### src/rtl/ioc_pkg.sv
package ioc_pkg;

    typedef struct packed {
        logic flag;
    } flag_st_t;

    localparam flag_st_t FLAG_RESET = '{flag: 1'b0};

endpackage

### src/rtl/ioc_port_slice.sv
module ioc_port_slice #(
    parameter int W = 4
) (
    input  logic         clk,
    input  logic         rst_n,
    input  logic [W-1:0] pins,
    input  logic [W-1:0] en,
    input  logic         rd,
    output logic         hit
);
    typedef struct packed {
        logic [W-1:0] snap;
    } slice_st_t;

    slice_st_t st_d, st_q;
    logic [W-1:0] diff_d;

    always_comb begin
        st_d = st_q;
        if (!rst_n || rd) begin
            st_d.snap = pins;
        end
        // compare against the snapshot as it will be after any reload
        diff_d = (pins ^ st_d.snap) & en;
        hit    = |diff_d;
    end

    always_ff @(posedge clk) begin
        st_q <= st_d;
    end
endmodule

### src/rtl/ioc_flag_ctrl.sv
module ioc_flag_ctrl
    import ioc_pkg::*;
#(
    parameter int N_SRC = 2
) (
    input  logic             clk,
    input  logic             rst_n,
    input  logic [N_SRC-1:0] hits,
    input  logic             clr,
    output logic             flag
);
    flag_st_t st_d, st_q;

    always_comb begin
        st_d = st_q;
        if (clr) begin
            st_d.flag = 1'b0;
        end
        if (|hits) begin
            st_d.flag = 1'b1;
        end
        if (!rst_n) begin
            st_d = FLAG_RESET;
        end
    end

    always_ff @(posedge clk) begin
        st_q <= st_d;
    end

    assign flag = st_q.flag;
endmodule

### src/rtl/ioc_change_monitor.sv
module ioc_change_monitor #(
    parameter int PA_W = 3,
    parameter int PB_W = 4
) (
    input  logic            clk,
    input  logic            rst_n,
    input  logic [PA_W-1:0] pa_pins,
    input  logic [PB_W-1:0] pb_pins,
    input  logic [PA_W-1:0] pa_en,
    input  logic [PB_W-1:0] pb_en,
    input  logic            pa_read,
    input  logic            pb_read,
    input  logic            flag_clr,
    input  logic            grp_en,
    output logic            chg_flag,
    output logic            irq_req
);
    localparam int N_PORTS = 2;

    logic             hit_a;
    logic             hit_b;
    logic [N_PORTS-1:0] hits;

    ioc_port_slice #(.W(PA_W)) u_slice_a (
        .clk   (clk),
        .rst_n (rst_n),
        .pins  (pa_pins),
        .en    (pa_en),
        .rd    (pa_read),
        .hit   (hit_a)
    );

    ioc_port_slice #(.W(PB_W)) u_slice_b (
        .clk   (clk),
        .rst_n (rst_n),
        .pins  (pb_pins),
        .en    (pb_en),
        .rd    (pb_read),
        .hit   (hit_b)
    );

    assign hits = {hit_b, hit_a};

    ioc_flag_ctrl #(.N_SRC(N_PORTS)) u_flag (
        .clk   (clk),
        .rst_n (rst_n),
        .hits  (hits),
        .clr   (flag_clr),
        .flag  (chg_flag)
    );

    assign irq_req = chg_flag & grp_en;
endmodule

### config.mk
export PLATFORM = sky130hd
export DESIGN_NAME = ioc_change_monitor
export DESIGN_NICKNAME = d
export VERILOG_FILES = /design/src/rtl/ioc_pkg.sv /design/src/rtl/ioc_port_slice.sv /design/src/rtl/ioc_flag_ctrl.sv /design/src/rtl/ioc_change_monitor.sv
export SDC_FILE = /design/constraint.sdc
export NUM_CORES = 1
export LEC_CHECK = 0
export ABC_AREA = 1
export BUFFER_PORTS_ARGS = -buffer_cell sky130_fd_sc_hd__buf_4
export CAP_MARGIN = 20
export CORE_MARGIN = 4
export CORE_UTILIZATION = 35
export DETAILED_ROUTE_END_ITERATION = 7
export PLACE_DENSITY_LB_ADDON = 0.12
export SYNTH_ARGS = -nofsm -noshare
export SYNTH_HDL_FRONTEND = slang
export SYNTH_SLANG_ARGS = --single-unit
### constraint.sdc
create_clock -name clk -period 0.9 [get_ports clk]
set_clock_uncertainty 0.15 [all_clocks]
set_input_delay 0.045 -clock clk [delete_from_list [all_inputs] [get_ports clk]]
set_output_delay 0.045 -clock clk [all_outputs]
set_load 0.01 [all_outputs]
; ---- Word level (Yosys, flattened, before mapping)
; Cells that the tools add are included.
[op_classes]
bitwise = 5
muxes = 4
reduce_logical = 5
[ops]
columns = op, count
row1 = 7-bit OR reduction, 1
row2 = 4-bit bitwise AND, 1
row3 = 4-bit two-way mux, 1
row4 = 4-bit XOR, 1
row5 = 3-bit bitwise AND, 1
row6 = 3-bit two-way mux, 1
row7 = 3-bit XOR, 1
row8 = 1-bit logical OR, 2
row9 = 1-bit two-way mux, 2
row10 = 2-bit nonzero test, 1
row11 = 1-bit bitwise AND, 1
row12 = 1-bit zero test, 1
[word_totals]
wordCells = 17
out_inout_bits = 2
inputBits = 20
register_bits = 8

; ---- Logic depth before layout (Yosys ltp)
; Gate-level depths: netlist of run 1.
[depth]
depth_word = 7
depth_mapped = 8
mapped_depth_nobuf = 8

; ---- Hierarchy
; Synthesis of run 1 repeated with hierarchy kept, for this count alone.
[unflattened]
hier_cells = 72
area_unflattened_um2 = 464.2
[by_module_without_submodules]
columns = module, seq_area_each_um2, area_each_um2, cells_each, n_inst
row1 = ioc_port_slice at u_slice_b, 80.1, 237.7, 36, 1
row2 = ioc_port_slice at u_slice_a, 60.1, 178.9, 28, 1
row3 = ioc_flag_ctrl, 20.0, 40.0, 6, 1
row4 = ioc_change_monitor, 0.0, 7.5, 2, 1

; ---- Worst setup path before layout of run 1
; Ideal clock, no wire load.
[synth_path]
path_type = register to register
from = reg u_slice_a.st_q[1] (netlist bit)
to = reg u_flag.st_q (netlist: u_flag.flag)
required_ps = 633
synth_period_minus_slack_ps = 946
setup_time_ps = 117
path_slack_ps = -46
n_path_buf = 0
stages_incl_launch_ff = 7
arrival_time_ps = 678
cell_sequence = dfxtp_1 -> nand3_1 -> nand2_1 -> nand3_1 -> nand2_2 -> nor2_1 -> a21oi_1
[synth_via]
elab_chain_cells = 5
elab_cells_between_ends = 6
classes_between = mux (2) / bitwise (2) / reduce/logical (2)
[synth_lines]
columns = element, line_no
row1 = start: declaration, ioc_port_slice.sv:15  ; slice_st_t st_d, st_q;
row2 = start signal: assignment, ioc_port_slice.sv:29  ; st_q <= st_d;
row3 = 3-bit two-way mux (*), ioc_port_slice.sv:20  ; if (!rst_n || rd) begin
row4 = 3-bit XOR (*), ioc_port_slice.sv:24  ; diff_d = (pins ^ st_d.snap) & en;
row5 = 3-bit bitwise AND (*), ioc_port_slice.sv:24
row6 = 7-bit OR reduction (*), ioc_flag_ctrl.sv:19  ; if (|hits) begin
row7 = 1-bit two-way mux / 2-bit nonzero test (equally long branches), -
row8 = end signal: assignment, ioc_flag_ctrl.sv:28  ; st_q <= st_d;
row9 = end: declaration, ioc_flag_ctrl.sv:12  ; flag_st_t st_d, st_q;
; Every way passes the cells marked *; elsewhere a longest branch is shown, timed or not.
; A chain may end at the register's enable or synchronous reset.

; ---- Worst setup path after layout of run 1
[layout_path]
from = reg u_flag.st_q (netlist: u_flag.flag)
to = out irq_req
[layout_via]
elab_chain_cells = 1
[layout_lines]
columns = element, line_no
row1 = 1-bit bitwise AND, ioc_change_monitor.sv:52  ; assign irq_req = chg_flag & grp_en;
row2 = end: declaration, ioc_change_monitor.sv:16  ; output logic irq_req
; No other way between the ends.

==> results by group, run 1 <==
Synthesis
  – Yosys reg bits: 8
  – Post-synthesis cell type count: 15
  – Area contributors post-synth: dfxtp_1 35%, nand3_1 12%, nand2_1 11%, o21ai_0 11%, inv_1 9.8%
  – Main combinational cell family by area after synthesis: simple AND/OR/NAND/NOR gates
  – Synth Area in XOR/XNOR: 0%
  – Cell Area, Synth: ~460 um^2
  – Post-synthesis mux area share: 0%
  – Area fraction in compound gates after synthesis: 22.7%
  – Simple-Gate Fraction of Synth Area: between 20 and 30%
  – Syn Inst Count: 69
  – Sequential fraction of the synthesis area: between 30% and 40%
  – Yosys top cell area share: a little over a third
  – Synth warnings: 0
  – Syn_nets: 89
  – Synth Area in Adders: 0%
  – Avg Cell Area, Syn: 6.64 um^2
  – Yosys top cell by area: dfxtp_1

Pwr
  – Leak: between 0.4 and 0.5 nW
  – Pwr dens: between 1000 and 1500 nW/um^2
  – Peak supply drop: 910 uV
  – Total power: between 0.9 and 1 mW

Setup path
  – Crit-path max cell delay: around 0.34 ns
  – Kind of critical path: reg -> out
  – Crit path max-delay cell type: dfxtp_2
  – R2r endpoint: u_flag.flag
  – Critical Path Start: u_flag.flag
  – Crit. End Element: primary output
  – Crit Path Max Fanout: 3
  – Cells on worst reg2reg path: 6
  – Worst EP arrival: approximately 0.8 ns
  – R2r setup slk: -0.09 ns
  – R2R Path Start: u_slice_a.st_q[0]
  – WP data required: approximately 0.7 ns
  – Crit start category: flip-flop
  – CP cell instances: nand2_1 > inv_1 > buf_4

Global routing
  – Gr busiest metal: met2
  – Initial antenna violation count: 0
  – Aggregate global-route resource usage: 12.4%
  – Met2 Track Usage GR: 20.6%
  – M1 GR Usage: a little over an eighth
  – Largest net degree at the start of global routing: 11
  – Met3 Use GR: just over 8%
  – Global-route wire length before repair: around 1.8 mm
  – Number of global-route vias before repair: 482
  – Gr ovfl total: 0

Placed design
  – Inst Count DP: between 100 and 150
  – Placed cell areas: between 600 and 700 um^2
  – Pre-CTS setup slack: -0.156 ns
  – Gpl congestion: between 0.7 and 0.8
  – IO buf count: 21
  – Dpl hpwl: 888 um

STA
  – Worst setup margin: -0.0975 ns
  – Tmin final: between 0.9 and 1 ns
  – Unrepaired setup endpoints after global routing: true
  – Final setup violation count: 2
  – Final hold vios: 4
  – Max Freq: about 1000 MHz
  – Max_slew headroom: a little under nine tenths
  – Worst hold slack: -0.0497 ns
  – Period Utilization, post-route: 111%
  – Worst Max-Slew Pin Slew: 0.210 ns
  – Slew Viols, Final: 0
  – Total negative slack: -0.188 ns

Hold path
  – Hold Path Class: in -> reg
  – Hold path depth: 4
  – HP Start: pb_read
  – Worst Hold End: u_slice_b.st_q[2]

CTS
  – CTS tree: built
  – H-tree levels: 1
  – Longest Clk Path Bufs: 2
  – Total CTS buffers: 3
  – Clk Tree Root Cell: clkbuf_4
  – Post-CTS setup buffer count: 0
  – Worst-path clk slew: roughly 0.06 ns
  – Clk Latency, worst-skew pair: 0.25 ns
  – Hold_buf cts: 7
  – Clock sinks: 8

Cells and area
  – Multi-input gate area: 250 um^2
  – Inserted Diodes: 0
  – Fin util: roughly two thirds
  – Area growth syn-to-layout: 71.3%
  – Share of layout cells above drive strength 1: a little under half
  – FILL cells: ~110
  – Non-Filler Instances: 119
  – Final Cell Area: just under 800 um^2
  – Register Area: roughly 170 um^2
  – NumNets Final: between 100 and 150

Floorplanning
  – # IOs: 22
  – Starting Density: 39.1%
  – Core area: about 1200 um^2
  – Die Width: roughly 44 um
  – # rows: 12
  – Die area: about 2000 um^2
  – Die height: roughly 44 um

Routing
  – Drt wl/cell: 9.76 um
  – Via count: ~560
  – First-pass detailed-route iteration total: 4
  – DRC viols: 0
  – Total Wirelength: 1.16 mm
  – DR vias/cell: roughly 4.7
  – 1st-iter DRT viols: 3
  – Post-route ant nets: 0

Outcome
  – Status: complete, but fails checks
  – Failing checks: negative hold slack, negative setup slack

Run
  – Max Cap Violations: 0
-- cells by family (layout without fill, tap and decap cells) --
logic type | Yosys count | count (layout)
and+or+nand+nor | 30 | 30
AOI/OAI and AO/OA | 17 | 17
buffers and inverters | 14 | 50
DFF | 8 | 8
-- Yosys cell counts (all sizes together) --
cell type / number
a21oi: 1
buf: 1
dfxtp: 8
inv: 13
nand2: 16
nand3: 11
nor2: 3
o21ai: 13
o21bai: 3
-- power by group --
group          total [mW]  switching (mW)  internal (mW)
combinational       0.253           0.104          0.150
sequential          0.415          0.0220          0.393
clock               0.276           0.124          0.153
-- cell usage in the layout, fill, tap and decap left out, types with 2 or more instances in the layout --
master         Yosys  routed
buf_4              0      26
dlygate4sd3_1      0       7
nand2_2            2       2
inv_1             12       9
dfxtp_2            0       7
o21ai_1            2       5
inv_2              1       4
nand3_2            0       2
o21bai_2           2       2
nor2_2             1       2
nand3_1           11       9
o21ai_0           10       7
clkbuf_4           0       3
nand2_1           14      14
-- flip-flops by register name (all words and copies together), names as in the netlist --
signal,count
u_slice_a.st_q,3
u_slice_b.st_q,4
u_flag.flag,1
-- per-layer routing --
metal,vias to the layer above,wire length (um)
met5,-,0
met3,2,98
met2,16,553
li1,295,-
met4,0,7
met1,242,502
-- what timing repair did --
| action | 4_1_cts | 5_1_grt |
|---|---|---|
| endpoints found under the hold margin | 7 | 3 |
| setup endpoints to repair | 3 | 3 |
| gates resized for setup | 4 | 2 |
| pin swaps | 14 | 0 |
-- critical path: cells and delay by family, from the launching register on --
kind,cells,cell delay (ns)
flops,1,0.34
simple gates,1,0.05
buf+inv,2,0.16
-- worst max path at each step --
stage | slack, ns | endpoint | cells after the start
2_1_floorplan | -0.03 | u_flag.flag | 6
3_3_place_gp | -0.14 | u_flag.flag | 7
3_5_place_dp | -0.16 | u_flag.flag | 8
4_1_cts | -0.1 | u_flag.flag | 6
5_1_grt | -0.21 | u_flag.flag | 6
6_report | -0.1 | irq_req | 3
-- area by class of cell --
type | instances | area share (%)
Timing Repair Buffer | 34 | 35.2
Multi-Input combinational cell | 47 | 31.9
Sequential cell | 8 | 21.5
Inverter | 13 | 6.22
Clock buffer | 3 | 2.87
Tap cell | 14 | 2.23
No activity file was read; power rests on OpenSTA's default activity.
==> run 2, diff against run 1 <==
==> constraint.sdc (replaced) <==
create_clock -name clk -period 1.2 [get_ports clk]
set_clock_uncertainty 0.15 [all_clocks]
set_input_delay 0.06 -clock clk [delete_from_list [all_inputs] [get_ports clk]]
set_output_delay 0.06 -clock clk [all_outputs]
set_load 0.01 [all_outputs]
==> run 2 against run 1 <==
Effect of this change:
- the run ends with negative hold slack left
- largest power group unchanged
- sequential cell count is the same
- highest routed layer unchanged
- sequential power shrank 27%
- die area is the same
- first-iteration DRC count grew 130%
- via count shrank 6.7%
- count of clock-buffer cells in the layout is the same
- critical endpoint is now u_flag.flag
- worst setup slack gained 0.17 ns
==> results by group, run 2 (synthesis gave the netlist of run 1 again) <==
STA
  – Total negative slack: 0 ns (+0.188 ns)
  – Max Freq: between 800 and 900 MHz
  – Final hold vios: 5 (+1)
  – Max_slew headroom: 86.0% (about the same)
  – Period Utilization, post-route: between 90% and 100%
  – Final setup violation count: 0 (-2)
  – Tmin final: around 1.1 ns
  – Worst hold slack: -0.0280 ns (+0.0218 ns)
  – Slew Viols, Final: 0 (unchanged)
  – Worst Max-Slew Pin Slew: 0.210 ns (-0.000448 ns)

Floorplanning
  – Core area: 1170 um^2 (unchanged)
  – Die height: 44.2 um (unchanged)
  – Die Width: 44.2 um (unchanged)
  – Die area: 1950 um^2 (unchanged)
  – Starting Density: 39.1% (unchanged)
  – # IOs: 22 (unchanged)
  – # rows: 12 (unchanged)

Global routing
  – Largest net degree at the start of global routing: 12 (+1)
  – Aggregate global-route resource usage: 12.4% (about the same)
  – Gr ovfl total: 0 (unchanged)
  – Number of global-route vias before repair: 440 (-8.7%)
  – Initial antenna violation count: 0 (unchanged)
  – Global-route wire length before repair: 1.73 mm (-2.8%)

CTS
  – Clock sinks: 8 (unchanged)
  – CTS tree: built
  – H-tree levels: 1 (unchanged)
  – Post-CTS setup buffer count: 0 (unchanged)
  – Worst-path clk slew: 0.05 ns (about the same)
  – Total CTS buffers: 3 (unchanged)
  – Clk Tree Root Cell: clkbuf_4
  – Clk Latency, worst-skew pair: 0.25 ns (about the same)
  – Hold_buf cts: 8 (+1)
  – Longest Clk Path Bufs: 2 (unchanged)

Cells and area
  – Non-Filler Instances: 113 (-5.0%)
  – Max reg flops: 4 (unchanged)
  – FILL cells: 103 (-3.7%)
  – Multi-input gate area: 250 um^2 (unchanged)
  – NumNets Final: 121 (-4.7%)
  – Most frequent cells in the layout: 20 x buf_4, 14 x nand2_1, 10 x inv_1, 10 x o21ai_0, 9 x nand3_1
  – Register Area: 160 um^2 (-5.2%)
  – Most common cell after layout, fill and taps aside: buf_4
  – Share of layout cells above drive strength 1: 35.4% (-12 points)
  – Inserted Diodes: 0 (unchanged)
  – Area growth syn-to-layout: 59.8%
  – Biggest register: u_slice_b.st_q

Outcome
  – Failing checks: negative hold slack
  – Status: complete, but fails checks

Setup path
  – Crit Path Max Fanout: 2 (-1)
  – Crit. End Element: flip-flop
  – Crit-path max cell delay: 0.54 ns (+0.20 ns)
  – CP cell instances: dlygate4sd3_1 > buf_4 > inv_1 > nand2_1 > nand3_1 > nand2_2 > nor2_2 > a21oi_1
  – Kind of critical path: in -> reg
  – WP data required: 1.19 ns (+0.49 ns)
  – Worst EP arrival: 1.12 ns (+0.32 ns)
  – Crit start category: input pin
  – Crit path max-delay cell type: dlygate4sd3_1

Pwr
  – Peak supply drop: 497 uV (-45%)
  – Leak: 0.399 nW (-4.7%)
  – Pwr dens: 924 nW/um^2 (-23%)

Placed design
  – IO buf count: 21 (unchanged)
  – Inst Count DP: 104 (-4.6%)
  – Dpl hpwl: 821 um (-7.6%)
  – Gpl congestion: 0.770 (-3.6%)

Routing
  – Post-route ant nets: 0 (unchanged)
  – Via count: 518 (-6.7%)
  – DRC viols: 0 (unchanged)
  – Total Wirelength: 1.04 mm (-11%)
  – Drt wl/cell: 9.16 um (-6.1%)
  – 1st-iter DRT viols: 7 (+4)
  – DR vias/cell: 4.58 (-1.7%)
  – First-pass detailed-route iteration total: 4 (unchanged)

Run
  – Max Cap Violations: 0 (unchanged)

Hold path
  – Hold Path Class: in -> reg
## run 2: metrics by stage
stage | hold slack, ns | cell area, um^2 | util [%] | power [mW] | worst slack [ns]
2_1_floorplan | 0.0227 | 458 | - | 0.386 | 0.254
3_3_place_gp | 0.129 | 629 | 53.7 | 0.458 | 0.125
3_5_place_dp | 0.129 | 629 | 53.7 | 0.460 | 0.0839
4_1_cts | -0.0405 | 732 | 62.5 | 0.688 | 0.0231
5_1_grt | -0.00933 | 732 | 62.5 | 0.734 | -0.00524
6_report | -0.0280 | 732 | 62.5 | 0.677 | 0.0722
## run 2: path summary, 6_finish.rpt
kind	from	endpoint	slack (ns)	cells past startpoint
min reg2reg	u_slice_a.st_q[2]	u_slice_a.st_q[2]	0.33	2
max reg2reg	u_slice_b.st_q[3]	u_flag.flag	0.15	6
min	pa_read	u_slice_a.st_q[2]	-0.03	4
max	pa_pins[2]	u_flag.flag	0.07	8
## run 2: final cells by class
| type | instances | share of cell area [%] |
|---|---|---|
| sequential | 8 | 21.9 |
| tap | 14 | 2.39 |
| multi-input combinational | 47 | 34.2 |
| clock buffer | 3 | 3.08 |
| inverter | 13 | 6.67 |
| timing repair buffer | 28 | 31.8 |
## run 2: worst max-delay path, delay by kind of cell
kind            cells  cell delay [ns]
buf+inv             3             0.73
simple gates        4             0.26
compound gates      1             0.06
## run 2: timing repair
action	in CTS	in global routing
endpoints found under the hold margin	8	1
gates resized for setup	0	6
endpoints found under the setup margin	0	1
## run 2: power breakdown
part,internal (mW),switching [mW]
Clock,0.114,0.0866
Combinational,0.0982,0.0745
Sequential,0.291,0.0125
Total,0.503,0.174
## run 2: metal layers
metal,wire length (um),up-vias,part of all wire [%],GRT usage (%)
li1,-,287,-,-
met4,14,0,1.4,5.42
met1,465,212,45,15.3
met3,107,2,10,8.13
met2,447,17,43,16.6
met5,0,-,0,0
==> run 3, diff against run 2 <==
--- a/config.mk
+++ b/config.mk
@@ -14,4 +14,5 @@
 export PLACE_DENSITY_LB_ADDON = 0.12
 export SYNTH_ARGS = -nofsm -noshare
 export SYNTH_HDL_FRONTEND = slang
+export SYNTH_HIERARCHICAL = 1
 export SYNTH_SLANG_ARGS = --single-unit
==> run 3 against run 2 <==
Effect of this change:
- the run still ends with negative hold slack left
- core utilization rose by 3.6 points
- clock power barely moved
- register-to-register slack got worse by 0.12 ns
- synthesized cell count grew 4.3%
- combinational power grew 11%
- sequential share of layout area decreased by 0.72 points
- largest power group unchanged
- worst setup slack got worse by 0.047 ns
==> results by group, run 3 <==
Outcome
  – Status: complete, but fails checks
  – Failing checks: negative hold slack

STA
  – Unrepaired setup endpoints after global routing: true
  – Tmin final: 1.17 ns (+0.0468 ns)
  – Max Freq: 851 MHz (-4.0%)
  – Max_slew headroom: 87.0% (+1.0 points)
  – Period Utilization, post-route: 97.9% (+3.9 points)
  – Worst hold slack: -0.0165 ns (+0.0115 ns)
  – Worst Max-Slew Pin Slew: 0.194 ns (-0.0154 ns)
  – Final setup violation count: 0 (unchanged)
  – Final hold vios: 2 (-3)
  – Slew Viols, Final: 0 (unchanged)

Global routing
  – Global-route wire length before repair: 1.88 mm (+8.8%)
  – Largest net degree at the start of global routing: 11 (-1)
  – Aggregate global-route resource usage: 13.3% (+0.93 points)
  – Number of global-route vias before repair: 470 (+6.8%)
  – Initial antenna violation count: 0 (unchanged)
  – Gr ovfl total: 0 (unchanged)

Placed design
  – Gpl congestion: 0.738 (-4.3%)
  – IO buf count: 21 (unchanged)
  – Dpl hpwl: 825 um (+0.44%)
  – Inst Count DP: 108 (+3.8%)

Routing
  – Total Wirelength: 1.15 mm (+11%)
  – Drt wl/cell: 9.58 um (+4.5%)
  – Via count: 550 (+6.2%)
  – Post-route ant nets: 0 (unchanged)
  – DRC viols: 0 (unchanged)
  – First-pass detailed-route iteration total: 3 (-1)
  – DR vias/cell: 4.58 (about the same)
  – 1st-iter DRT viols: 6 (-1)

Setup path
  – WP data required: 1.19 ns (about the same)
  – Worst EP arrival: 1.17 ns (+0.05 ns)
  – Crit Path Max Fanout: 2 (unchanged)
  – Crit. End Element: flip-flop
  – Crit start category: input pin
  – Kind of critical path: in -> reg

Cells and area
  – Most common cell after layout, fill and taps aside: buf_4
  – Non-Filler Instances: 120 (+6.2%)
  – Max reg flops: 4 (unchanged)
  – Biggest register: u_slice_b/st_q
  – Share of layout cells above drive strength 1: 32.1% (-3.3 points)
  – Most frequent cells in the layout: 21 x buf_4, 19 x nand2_1, 10 x inv_1
  – Area growth syn-to-layout: 66.8%
  – Inserted Diodes: 0 (unchanged)
  – NumNets Final: 128 (+5.8%)

CTS
  – Clock sinks: 8 (unchanged)
  – Worst-path clk slew: 0.05 ns (about the same)
  – Clk Tree Root Cell: clkbuf_4
  – Total CTS buffers: 3 (unchanged)
  – Clk Latency, worst-skew pair: 0.25 ns (about the same)
  – Longest Clk Path Bufs: 2 (unchanged)
  – H-tree levels: 1 (unchanged)
  – Post-CTS setup buffer count: 0 (unchanged)
  – CTS tree: built

Synthesis
  – Sequential fraction of the synthesis area: 34.5% (-0.47 points)
  – Yosys reg bits: 8 (unchanged)
  – Area contributors post-synth: dfxtp_1 35%, nand2_1 15%, o21a_1 9.7%, nand3_1 8.6%, inv_1 8.1%
  – Cell Area, Synth: 464 um^2 (+1.4%)
  – Post-synthesis cell type count: 12 (-3)
  – Synth warnings: 6 (+6)
  – Yosys top cell by area: dfxtp_1
  – Post-synth EDFFs: 0 (unchanged)
  – Avg Cell Area, Syn: 6.45 um^2 (-2.9%)
  – Commonest cells in the netlist: 19 x nand2_1, 10 x inv_1, 8 x dfxtp_1, 8 x nand3_1, 7 x nor2_1
  – Most frequent cell after synthesis: nand2_1
  – Yosys top cell area share: 34.5% (-0.47 points)
  – Commonest register cell after synthesis: dfxtp_1
  – Syn Inst Count: 72 (+4.3%)
  – Syn_nets: 92 (+3.4%)
  – FFs w/ async S/R, synth: 0% (unchanged)

Floorplanning
  – Die height: 44.4 um (+0.57%)
  – # IOs: 22 (unchanged)
  – Starting Density: 39.6% (+0.53 points)
  – Die area: 1970 um^2 (+1.1%)
  – Die Width: 44.4 um (+0.57%)
  – # rows: 12 (unchanged)
  – Core area: 1170 um^2 (unchanged)

Pwr
  – Peak supply drop: 529 uV (+6.4%)
  – Leak: 0.420 nW (+5.4%)
  – Pwr dens: 896 nW/um^2 (-3.1%)

Hold path
  – Hold Path Class: in -> reg

Run
  – Max Cap Violations: 0 (unchanged)
[run 3: final cells by class]
class	instances	area, um^2
fill	116	397
multi-input combinational	51	262
timing repair buffer	31	260
sequential	8	164
inverter	13	48.8
clock buffer	3	22.5
tap	14	17.5
[run 3: layer usage]
metal	vias to the layer above	part of all wire, %	track usage (%)
met2	14	46	19.8
met5	-	0	0
li1	296	-	-
met3	2	7.6	7.72
met1	238	46	16.3
met4	0	0.52	3.61
[run 3: what timing repair did]
action,4_1_cts,5_1_grt
endpoints found under the hold margin,8,1
hold buffers,9,1
resized for setup,0,6
setup endpoints to repair,0,1
[run 3: cell families after synthesis]
logic type	after synthesis	share of synthesized area (%)
DFF	8	34.5
AOI/OAI and AO/OA	13	18.3
buffers and inverters	13	10.5
and+or+nand+nor	38	36.7
[run 3: through the flow]
step	utilization [%]	instance area (um^2)	setup TNS, ns	setup WS (ns)	total power [mW]
after global routing	66.1	774	-0.0361	-0.0361	0.750
final	66.1	774	0	0.0254	0.694
after floorplan	-	464	0	0.109	0.388
after CTS	64.9	759	0	0.00982	0.700
after detailed placement	55.2	647	0	0.0323	0.471
after global placement	55.2	647	0	0.0352	0.469
[run 3: power breakdown]
group / switching, mW / internal [mW] / total (mW) / leakage (nW)
Clock: 0.0837 / 0.114 / 0.198 / 0.0138
Combinational: 0.0807 / 0.112 / 0.192 / 0.339
Sequential: 0.0111 / 0.293 / 0.304 / 0.0673
Total: 0.176 / 0.518 / 0.694 / 0.420
[run 3: worst paths after layout]
kind | start | to | slack (ns) | cells after the start
setup / recovery | pa_pins[0] | u_flag/flag | 0.03 | 8
hold / removal | pa_read | u_slice_a/st_q[0] | -0.02 | 4
setup reg to reg | u_slice_b/st_q[0] | u_flag/flag | 0.03 | 8
hold reg to reg | u_flag/flag | u_flag/flag | 0.33 | 2
[run 3: worst max-delay path, stage by stage]
cell           delay (ns)
dlygate4sd3_1        0.54
buf_4                0.14
inv_1                0.04
nand2_1              0.04
nand3_1              0.08
nand3_1              0.09
nor2_1               0.11
a21oi_1              0.06
